$ cat src/rtl/ocs_pkg.sv
package ocs_pkg;

  // Selects the value the next addition builds on.
  typedef enum logic [1:0] {
    BASE_RUN   = 2'd0,  // continue the running sum
    BASE_FRESH = 2'd1,  // start from zero (clear or restart)
    BASE_HOLD  = 2'd2   // no word accepted this cycle
  } base_sel_e;

  // Register update decided by the accumulator control.
  typedef enum logic [1:0] {
    ACC_KEEP  = 2'd0,
    ACC_LOAD  = 2'd1,
    ACC_ZERO  = 2'd2
  } acc_op_e;

endpackage

$ cat src/rtl/ocs_fold_adder.sv
module ocs_fold_adder #(
  parameter int W = 16
) (
  input  logic [W-1:0] a_i,
  input  logic [W-1:0] b_i,
  output logic [W-1:0] sum_o
);
  localparam int WIDE = W + 1;

  logic [WIDE-1:0] raw;
  logic            wrap;

  // Plain binary add, then fold the carry back at bit 0. The fold can
  // never carry again: when wrap is set the low part is at most 2^W-2.
  always_comb begin
    raw   = {1'b0, a_i} + {1'b0, b_i};
    wrap  = raw[W];
    sum_o = raw[W-1:0] + {{(W-1){1'b0}}, wrap};
  end

  // Positive zero only comes out of two positive-zero operands.
  always_comb begin
    AST_ZERO_ONLY_FROM_ZEROS: assert ((sum_o == '0) == ((a_i == '0) && (b_i == '0)) || $isunknown({a_i, b_i}));
  end

endmodule

$ cat src/rtl/ocs_accum.sv
module ocs_accum
  import ocs_pkg::*;
#(
  parameter int W = 16
) (
  input  logic         clk,
  input  logic         rst,
  input  logic         clr_i,
  input  logic         valid_i,
  input  logic [W-1:0] word_i,
  input  logic         last_i,
  output logic [W-1:0] final_o,
  output logic         close_o
);
  logic [W-1:0] acc_q;
  logic [W-1:0] base;
  logic [W-1:0] added;
  base_sel_e    sel;
  acc_op_e      op;

  always_comb begin
    if (!valid_i)   sel = BASE_HOLD;
    else if (clr_i) sel = BASE_FRESH;
    else            sel = BASE_RUN;
  end

  always_comb begin
    unique case (sel)
      BASE_FRESH: base = '0;
      BASE_RUN:   base = acc_q;
      default:    base = acc_q;
    endcase
  end

  ocs_fold_adder #(.W(W)) u_add (
    .a_i   (base),
    .b_i   (word_i),
    .sum_o (added)
  );

  always_comb begin
    if (sel == BASE_HOLD) op = clr_i ? ACC_ZERO : ACC_KEEP;
    else if (last_i)      op = ACC_ZERO;
    else                  op = ACC_LOAD;
  end

  always_ff @(posedge clk) begin
    if (rst) begin
      acc_q <= '0;
    end else begin
      unique case (op)
        ACC_LOAD: acc_q <= added;
        ACC_ZERO: acc_q <= '0;
        default:  acc_q <= acc_q;
      endcase
    end
  end

  assign final_o = added;
  assign close_o = valid_i && last_i;

  AST_CLEAR_ZEROES: assert property (@(posedge clk) disable iff (rst)
    (clr_i && !valid_i) |=> (acc_q == '0));
  AST_IDLE_KEEPS: assert property (@(posedge clk) disable iff (rst)
    (!valid_i && !clr_i) |=> $stable(acc_q));
  AST_RESTART_ZERO: assert property (@(posedge clk) disable iff (rst)
    (valid_i && last_i) |=> (acc_q == '0));

endmodule

$ cat src/rtl/ocs_result.sv
module ocs_result #(
  parameter int W = 16
) (
  input  logic         clk,
  input  logic         rst,
  input  logic         close_i,
  input  logic [W-1:0] final_i,
  output logic [W-1:0] csum_o,
  output logic         done_o,
  output logic         ok_o
);
  localparam logic [W-1:0] ONES = '1;

  always_ff @(posedge clk) begin
    if (rst) begin
      csum_o <= '0;
      ok_o   <= 1'b0;
      done_o <= 1'b0;
    end else begin
      done_o <= close_i;
      if (close_i) begin
        csum_o <= ~final_i;
        ok_o   <= (final_i == ONES);
      end
    end
  end

  AST_DONE_FOLLOWS_LAST: assert property (@(posedge clk) disable iff (rst)
    close_i |=> done_o);
  AST_DONE_ONLY_AFTER_LAST: assert property (@(posedge clk) disable iff (rst)
    !close_i |=> !done_o);
  AST_RESULT_HELD: assert property (@(posedge clk) disable iff (rst)
    !close_i |=> ($stable(csum_o) && $stable(ok_o)));
  AST_OK_MATCHES_CSUM: assert property (@(posedge clk) disable iff (rst)
    done_o |-> (ok_o == (csum_o == '0)));

endmodule

$ cat src/rtl/ones_csum_unit.sv
module ones_csum_unit #(
  parameter int W = 16
) (
  input  logic         clk,
  input  logic         rst,
  input  logic         clr_i,
  input  logic         in_valid_i,
  input  logic [W-1:0] in_word_i,
  input  logic         in_last_i,
  output logic [W-1:0] csum_o,
  output logic         done_o,
  output logic         ok_o
);
  logic [W-1:0] final_sum;
  logic         close;

  ocs_accum #(.W(W)) u_accum (
    .clk     (clk),
    .rst     (rst),
    .clr_i   (clr_i),
    .valid_i (in_valid_i),
    .word_i  (in_word_i),
    .last_i  (in_last_i),
    .final_o (final_sum),
    .close_o (close)
  );

  ocs_result #(.W(W)) u_result (
    .clk     (clk),
    .rst     (rst),
    .close_i (close),
    .final_i (final_sum),
    .csum_o  (csum_o),
    .done_o  (done_o),
    .ok_o    (ok_o)
  );

  AST_CSUM_INVERTS_FINAL: assert property (@(posedge clk) disable iff (rst)
    close |=> (csum_o == ~$past(final_sum)));

endmodule

$ cat config.mk
export PLATFORM = sky130hd
export DESIGN_NAME = ones_csum_unit
export DESIGN_NICKNAME = d
export VERILOG_FILES = /design/src/rtl/ocs_pkg.sv /design/src/rtl/ocs_fold_adder.sv /design/src/rtl/ocs_accum.sv /design/src/rtl/ocs_result.sv /design/src/rtl/ones_csum_unit.sv
export SDC_FILE = /design/constraint.sdc
export NUM_CORES = 1
export LEC_CHECK = 0
export ABC_AREA = 1
export ABC_CLOCK_PERIOD_IN_PS = 4750
export CAP_MARGIN = 20
export CORE_MARGIN = 2
export CORE_UTILIZATION = 55
export CTS_BUF_LIST = sky130_fd_sc_hd__clkbuf_16
export DETAILED_ROUTE_END_ITERATION = 6
export DONT_BUFFER_PORTS = 1
export PLACE_DENSITY = 0.67
export SLEW_MARGIN = 15
export SYNTH_ARGS = -nofsm -noshare
export SYNTH_HDL_FRONTEND = slang
export SYNTH_SLANG_ARGS = --single-unit
export TNS_END_PERCENT = 30
$ cat constraint.sdc
create_clock -name clk -period 4.75 [get_ports clk]
set_input_delay 0.2375 -clock clk [delete_from_list [all_inputs] [get_ports clk]]
set_output_delay 0.2375 -clock clk [all_outputs]
set_load 0.005 [all_outputs]
==> flow_metrics.py, run 1 <==
metrics = {
    "run_status": {
        "status": "finished clean",
    },
    "critical_path": {
        "slowest_delay_ns": 0.43,
        "path_class": "in -> reg",
        "worst_setup_path_start_kind": "input pin",
        "slowest_stage": "fa_1",
        "worst_ep_arrival_time_ns": 3.68,
        "critPathRequiredTime_ns": 4.96,
        "critPathCaptureType": "flip-flop",
        "cp_max_fo": 16,
        "r2r_start": "u_accum.acc_q[0]",
        "r2r_slack_ns": 1.35,
        "startpoint": "in_valid_i",
        "path_common_cell": "nand2_1",
    },
    "routing": {
        "first_pass_iters": 4,
        "drt-vias-per-instance": 5.03,
        "vias": 2897,
        "routed_wl_mm": 7.12,
        "remaining_drc_errors": 0,
        "first_iter_violations": 115,
        "post_drt_wl_per_cell_um": 12.4,
        "ant_nets": 0,
    },
    "sta": {
        "hold_viol": 0,
        "final-setup-viol-count": 0,
        "worstMarginPinSlew_ns": 0.690,
        "fin_tns_setup_ns": 0,
        "period_share": 0.729,
        "rsz0062_at_grt": "false",
        "worst_clock_skew_ns": 0.00393,
        "layout_setup_ws_ns": 1.29,
        "slew_headroom": 0.539,
        "slew_violations": 0,
        "timing.fmax_mhz": 289,
        "timing.final.crit_period_ns": 3.46,
    },
    "grt": {
        "grt_pass1_vias": 2702,
        "gr-total-overflow": 0,
        "grt_max_degree": 29,
        "grt_use_total": 0.251,
        "grt_pass1_wl_mm": 12.1,
        "grt_antenna_before_repair": 0,
    },
    "power_and_ir_drop": {
        "power_density_nw_per_um2": 257,
        "vdd_ir_drop_max_uv": 250,
        "finalPower_mw": 0.803,
        "p_leak_nw": 1.68,
    },
    "synth": {
        "synth_seq_cells": 34,
        "synth_area_um2": 2930,
        "synth_edf_count": 0,
        "synth_flop_cell": "dfxtp_1",
        "synth-simple-area-share": 0.442,
        "synth-xor-area-share": 0.00598,
        "synth_compound_area_frac": 0.101,
        "async_reset_ff_frac": 0,
        "ys_types": 30,
        "syn-num-nets": 546,
        "yosys_warnings": 0,
        "ys_seq_area_frac": 0.232,
        "synth-adder-area-share": 0.0838,
        "synth_top_family_by_area": "simple AND/OR/NAND/NOR gates",
        "synth.avg_cell_area_um2": 5.79,
        "synth.area.mux_share": 0,
        "syn_inst": 506,
    },
    "floorplanning": {
        "rows": 26,
        "dieArea_um2": 5920,
        "die_x_um": 77.0,
        "io_pins": 39,
        "start_util": 0.573,
        "core_area_um2": 5110,
        "die_h_um": 77.0,
    },
    "final_layout": {
        "layout.nets": 545,
        "multiInputGateArea_um2": 1860,
        "layout-drive-gt1-share": 0.0988,
        "nFillCells": 550,
        "diodes": 0,
        "final_cell_mix": "nand2_1, inv_1, nor2_1",
        "final_common_cell": "nand2_1",
        "stdcell_area_um2": 3130,
        "register_area_um2": 681,
        "syn_to_final_growth_pct": 6.75,
    },
    "clock_tree": {
        "cts_tree": "done",
        "ctsResizeCount": 0,
        "cts_buffers": 5,
        "cts.clk_slew.worst_paths_ns": 0.05,
        "clk_latency_ns": 0.28,
        "cts_setup_buffers": 0,
        "holdBufCountCts": 0,
        "cts.htree.levels": 2,
        "cts_max_path_buffers": 2,
        "cts_sinks": 34,
        "cts_root_buf": "clkbuf_16",
    },
    "run": {
        "drv_cap": 0,
    },
    "placed_design": {
        "hpwl_mm": 5.69,
        "place_area_um2": 2990,
        "post-place-ws_ns": 0.953,
        "place_congestion": 0.878,
        "portBuffers": 0,
    },
    "hold_path": {
        "min_from": "rst",
        "hold_path_class": "in -> reg",
    },
}
per-layer routing:
layer | global-route usage | vias to the layer above | wire (um) | share of wire
met1 | 0.331 | 1263 | 3440 | 0.48
met5 | 0 | - | 0 | 0
met3 | 0.0341 | 10 | 323 | 0.045
met4 | 0.0745 | 0 | 138 | 0.019
met2 | 0.426 | 60 | 3220 | 0.45
li1 | - | 1564 | - | -
cell type report:
| class | instances | area share |
|---|---|---|
| Multi-Input combinational cell | 367 | 0.594 |
| Sequential cell | 34 | 0.218 |
| Clock inverter | 3 | 0.00400 |
| Inverter | 97 | 0.116 |
| Tap cell | 70 | 0.0280 |
| Clock buffer | 5 | 0.0400 |
sequential cells by signal, indices dropped and copies added, names as in the netlist:
name,count
u_result.csum_o,16
u_result.ok_o,1
u_result.done_o,1
u_accum.acc_q,16
worst paths after layout:
kind | end | cells past startpoint
max | u_result.ok_o | 27
min reg2reg | u_accum.acc_q[15] | 2
max reg2reg | u_result.ok_o | 26
min | u_accum.acc_q[4] | 1
worst max-delay path: cells and delay by family:
| kind | cells | cell delay, ns |
|---|---|---|
| AND/OR/NAND/NOR | 18 | 1.52 |
| adder cells (fa/ha/maj) | 4 | 1.19 |
| buffers and inverters | 2 | 0.42 |
| AO/OA/AOI/OAI | 3 | 0.33 |
logic make-up after synthesis:
logic type | count (synthesis)
compound gates | 51
simple gates | 295
buf+inv | 105
flops | 34
fa+ha+maj | 19
xor+xnor | 2
Yosys cell counts (8+ instances only):
| master | instances | area [um2] |
|---|---|---|
| nand2_1 | 170 | 638 |
| inv_1 | 86 | 323 |
| nor2_1 | 48 | 180 |
| nand3_1 | 35 | 175 |
| dfxtp_1 | 34 | 681 |
| a21oi_1 | 28 | 140 |
| ha_1 | 18 | 225 |
| nand2_2 | 13 | 81.3 |
| o211ai_1 | 10 | 75.1 |
| nor2_2 | 9 | 56.3 |
| clkbuf_1 | 8 | 30.0 |
| inv_2 | 8 | 30.0 |
| o21ai_0 | 8 | 40.0 |
metrics by stage:
step	hold WS, ns	utilization	cells
2_1_floorplan	0.397	-	506
6_report	0.0195	0.612	576
5_1_grt	0.0221	0.612	576
3_5_place_dp	0.311	0.585	568
4_1_cts	0.0208	0.611	576
3_3_place_gp	0.308	0.585	568
report_power, final:
group          switching [mW]  internal [mW]
Combinational           0.129         0.0593
Clock                   0.114          0.189
Sequential            0.00985          0.302
(Power assumes the default switching activity.)
==> run 2, diff against run 1 <==
Settings changed: ABC_CLOCK_PERIOD_IN_PS 4750 to 2890, PLACE_DENSITY 0.67 to 0.7.
Clock period 4.75 ns to 2.89 ns, I/O delays scaled along.
==> run 2 against run 1 <==
  * The flow now finishes with violations (setup timing)
  * Count of clock-buffer cells in the layout unchanged
  * Sequential power is 65% higher
  * Sequential share of layout area fell by 3.7 points
  * Non-clock buffer count up 57
  * Cell count increased by 9.7%
  * Largest cell class unchanged
==> flow_metrics.py, run 2 (same netlist as run 1, synthesis figures left out) <==
metrics = {
    "critical_path": {
        "reg2reg_depth": 26,
        "critPathCaptureType": "flip-flop",
        "r2r_start": "u_accum.acc_q[0]",
        "critPathRequiredTime_ns": 3.09,
        "path_class": "reg -> reg",
        "reg2reg_to": "u_result.ok_o",
        "worst_setup_path_start_kind": "flip-flop",
        "r2r_slack_ns": -0.18,
        "cp_max_fo": 2,
        "worst_ep_arrival_time_ns": 3.26,
    },
    "sta": {
        "fin_tns_setup_ns": -1.57,
        "timing.fmax_mhz": 326,
        "timing.final.crit_period_ns": 3.07,
        "rsz0062_at_grt": "true",
        "worst_clock_skew_ns": 0.00510,
        "slew_violations": 0,
        "final-setup-viol-count": 17,
        "slew_headroom": 0.488,
        "hold_viol": 0,
        "worstMarginPinSlew_ns": 0.766,
        "period_share": 1.06,
        "layout_setup_ws_ns": -0.176,
    },
    "final_layout": {
        "syn_to_final_growth_pct": 29.0,
        "layout.nets": 602,
        "final_cell_mix": "nand2_1, inv_1, buf_4",
        "layout-drive-gt1-share": 0.272,
        "top_regs": "u_accum.acc_q (16), u_result.csum_o (16)",
        "diodes": 0,
        "stdcell_area_um2": 3780,
        "final_common_cell": "nand2_1",
        "nFillCells": 458,
    },
    "run_status": {
        "failed_checks": "setup timing",
        "status": "finished, violations left",
    },
    "routing": {
        "post_drt_wl_per_cell_um": 13.3,
        "drt-vias-per-instance": 5.10,
        "first_iter_violations": 198,
        "ant_nets": 0,
        "vias": 3222,
        "routed_wl_mm": 8.38,
        "first_pass_iters": 5,
        "remaining_drc_errors": 0,
    },
    "power_and_ir_drop": {
        "power.switching_mw": 0.475,
        "pwr-share-clk": 0.354,
        "switching_share": 0.328,
        "pwr-share-seq": 0.354,
        "p_leak_nw": 1.96,
        "power_density_nw_per_um2": 383,
        "p_comb_frac": 0.292,
        "p_int_mw": 0.973,
        "vdd_ir_drop_max_uv": 526,
    },
    "clock_tree": {
        "cts_max_path_buffers": 2,
        "cts_buffers": 5,
        "cts.htree.levels": 2,
        "cts_root_buf": "clkbuf_16",
        "cts_sinks": 34,
        "cts_tree": "done",
        "clk_latency_ns": 0.27,
        "cts.clk_slew.worst_paths_ns": 0.06,
    },
    "run": {
        "drv_cap": 0,
    },
    "grt": {
        "gr-total-overflow": 0,
        "grt_antenna_before_repair": 0,
        "grt_pass1_vias": 3113,
        "grt_pass1_wl_mm": 13.9,
        "grt_use_total": 0.289,
        "grt_max_degree": 29,
    },
    "hold_path": {
        "min_path_cells": 3,
        "min_from": "rst",
        "hold_path_class": "in -> reg",
        "min_to": "u_result.csum_o[15]",
    },
    "floorplanning": {
        "rows": 26,
        "io_pins": 39,
        "die_x_um": 77.0,
        "core_area_um2": 5110,
        "start_util": 0.573,
        "dieArea_um2": 5920,
        "die_h_um": 77.0,
    },
    "placed_design": {
        "post-place-ws_ns": -0.273,
        "place_area_um2": 3360,
        "place_congestion": 0.922,
        "hpwl_mm": 6.24,
        "portBuffers": 0,
    },
}
[run 2: cell count changes in the layout (fill, tap and decap cells not counted), moves of 6 or more]
cell | previous run | this run
buf_4 | 0 | 56
inv_1 | 87 | 78
inv_2 | 8 | 15
nand2_1 | 170 | 157
nand2_2 | 13 | 24
nor2_1 | 47 | 37
nor2_4 | 2 | 8
[run 2: critical path, stage by stage, from the launching register on]
cell      delay, ns
dfxtp_2        0.32
inv_2          0.06
nor2_4         0.04
ha_4           0.16
fa_2           0.34
nand2_2        0.07
nand2_2        0.05
nand3_2        0.08
nand2_2        0.06
nand2_2        0.08
nand2_2        0.07
a21oi_2        0.12
o21bai_1       0.09
ha_2           0.21
ha_4           0.27
inv_2          0.03
nor2_2         0.09
nand2_1        0.06
nor2_1         0.08
nand3_1        0.07
nor2_1         0.10
nand2_1        0.06
nor2_1         0.11
nand3_1        0.07
nor2_1         0.08
nand3_1        0.07
a21oi_1        0.12
[run 2: layout make-up]
cell class | instances | area, um2 | share of cell area
clock buffers | 5 | 125 | 0.0331
flip-flops and latches | 34 | 682 | 0.181
inverters | 97 | 374 | 0.0991
clock inverters | 2 | 15.0 | 0.00398
well taps | 70 | 87.6 | 0.0232
repair buffers | 57 | 430 | 0.114
multi-input cells | 367 | 2060 | 0.546
[run 2: per-stage QoR]
stage | utilization | std cells | power [mW] | hold slack, ns
finish | 0.739 | 632 | 1.45 | 0.0328
detailed placement | 0.658 | 608 | 0.894 | 0.218
global placement | 0.658 | 608 | 0.887 | 0.215
global route | 0.739 | 632 | 1.52 | 0.0550
floorplan | - | 506 | 0.777 | 0.304
CTS | 0.711 | 625 | 1.44 | 0.0271
[run 2: routing by layer]
metal	up-vias	share of wire	GRT usage
met5	-	0	0
met4	0	0.016	0.0745
met3	12	0.060	0.0588
met2	93	0.48	0.511
met1	1435	0.44	0.354
li1	1682	-	-
[run 2: power by group through the flow]
stage | clock (mW) | combinational, mW | sequential (mW)
6_report | 0.513 | 0.423 | 0.512
5_1_grt | 0.539 | 0.471 | 0.515
4_1_cts | 0.527 | 0.397 | 0.512
3_5_place_dp | 0 | 0.373 | 0.521
3_3_place_gp | 0 | 0.366 | 0.521
2_1_floorplan | 0 | 0.260 | 0.517
[run 2: how the worst max path moves through the flow]
stage / from / endpoint / cells after the start
2_1_floorplan: in_valid_i / u_result.ok_o / 28
3_3_place_gp: u_accum.acc_q[1] / u_result.csum_o[14] / 26
3_5_place_dp: u_accum.acc_q[0] / u_result.csum_o[14] / 27
4_1_cts: u_accum.acc_q[0] / u_result.csum_o[14] / 27
5_1_grt: u_accum.acc_q[0] / u_result.ok_o / 26
6_report: u_accum.acc_q[0] / u_result.ok_o / 26
[run 2: what timing repair did]
action | CTS | global route
buffers inserted | 9 | 7
endpoints found under the setup margin | 21 | 23
endpoints found under the hold margin | 18 | 0
pin swaps | 27 | 10
gates resized for setup | 20 | 23
hold buffers | 1 | 0
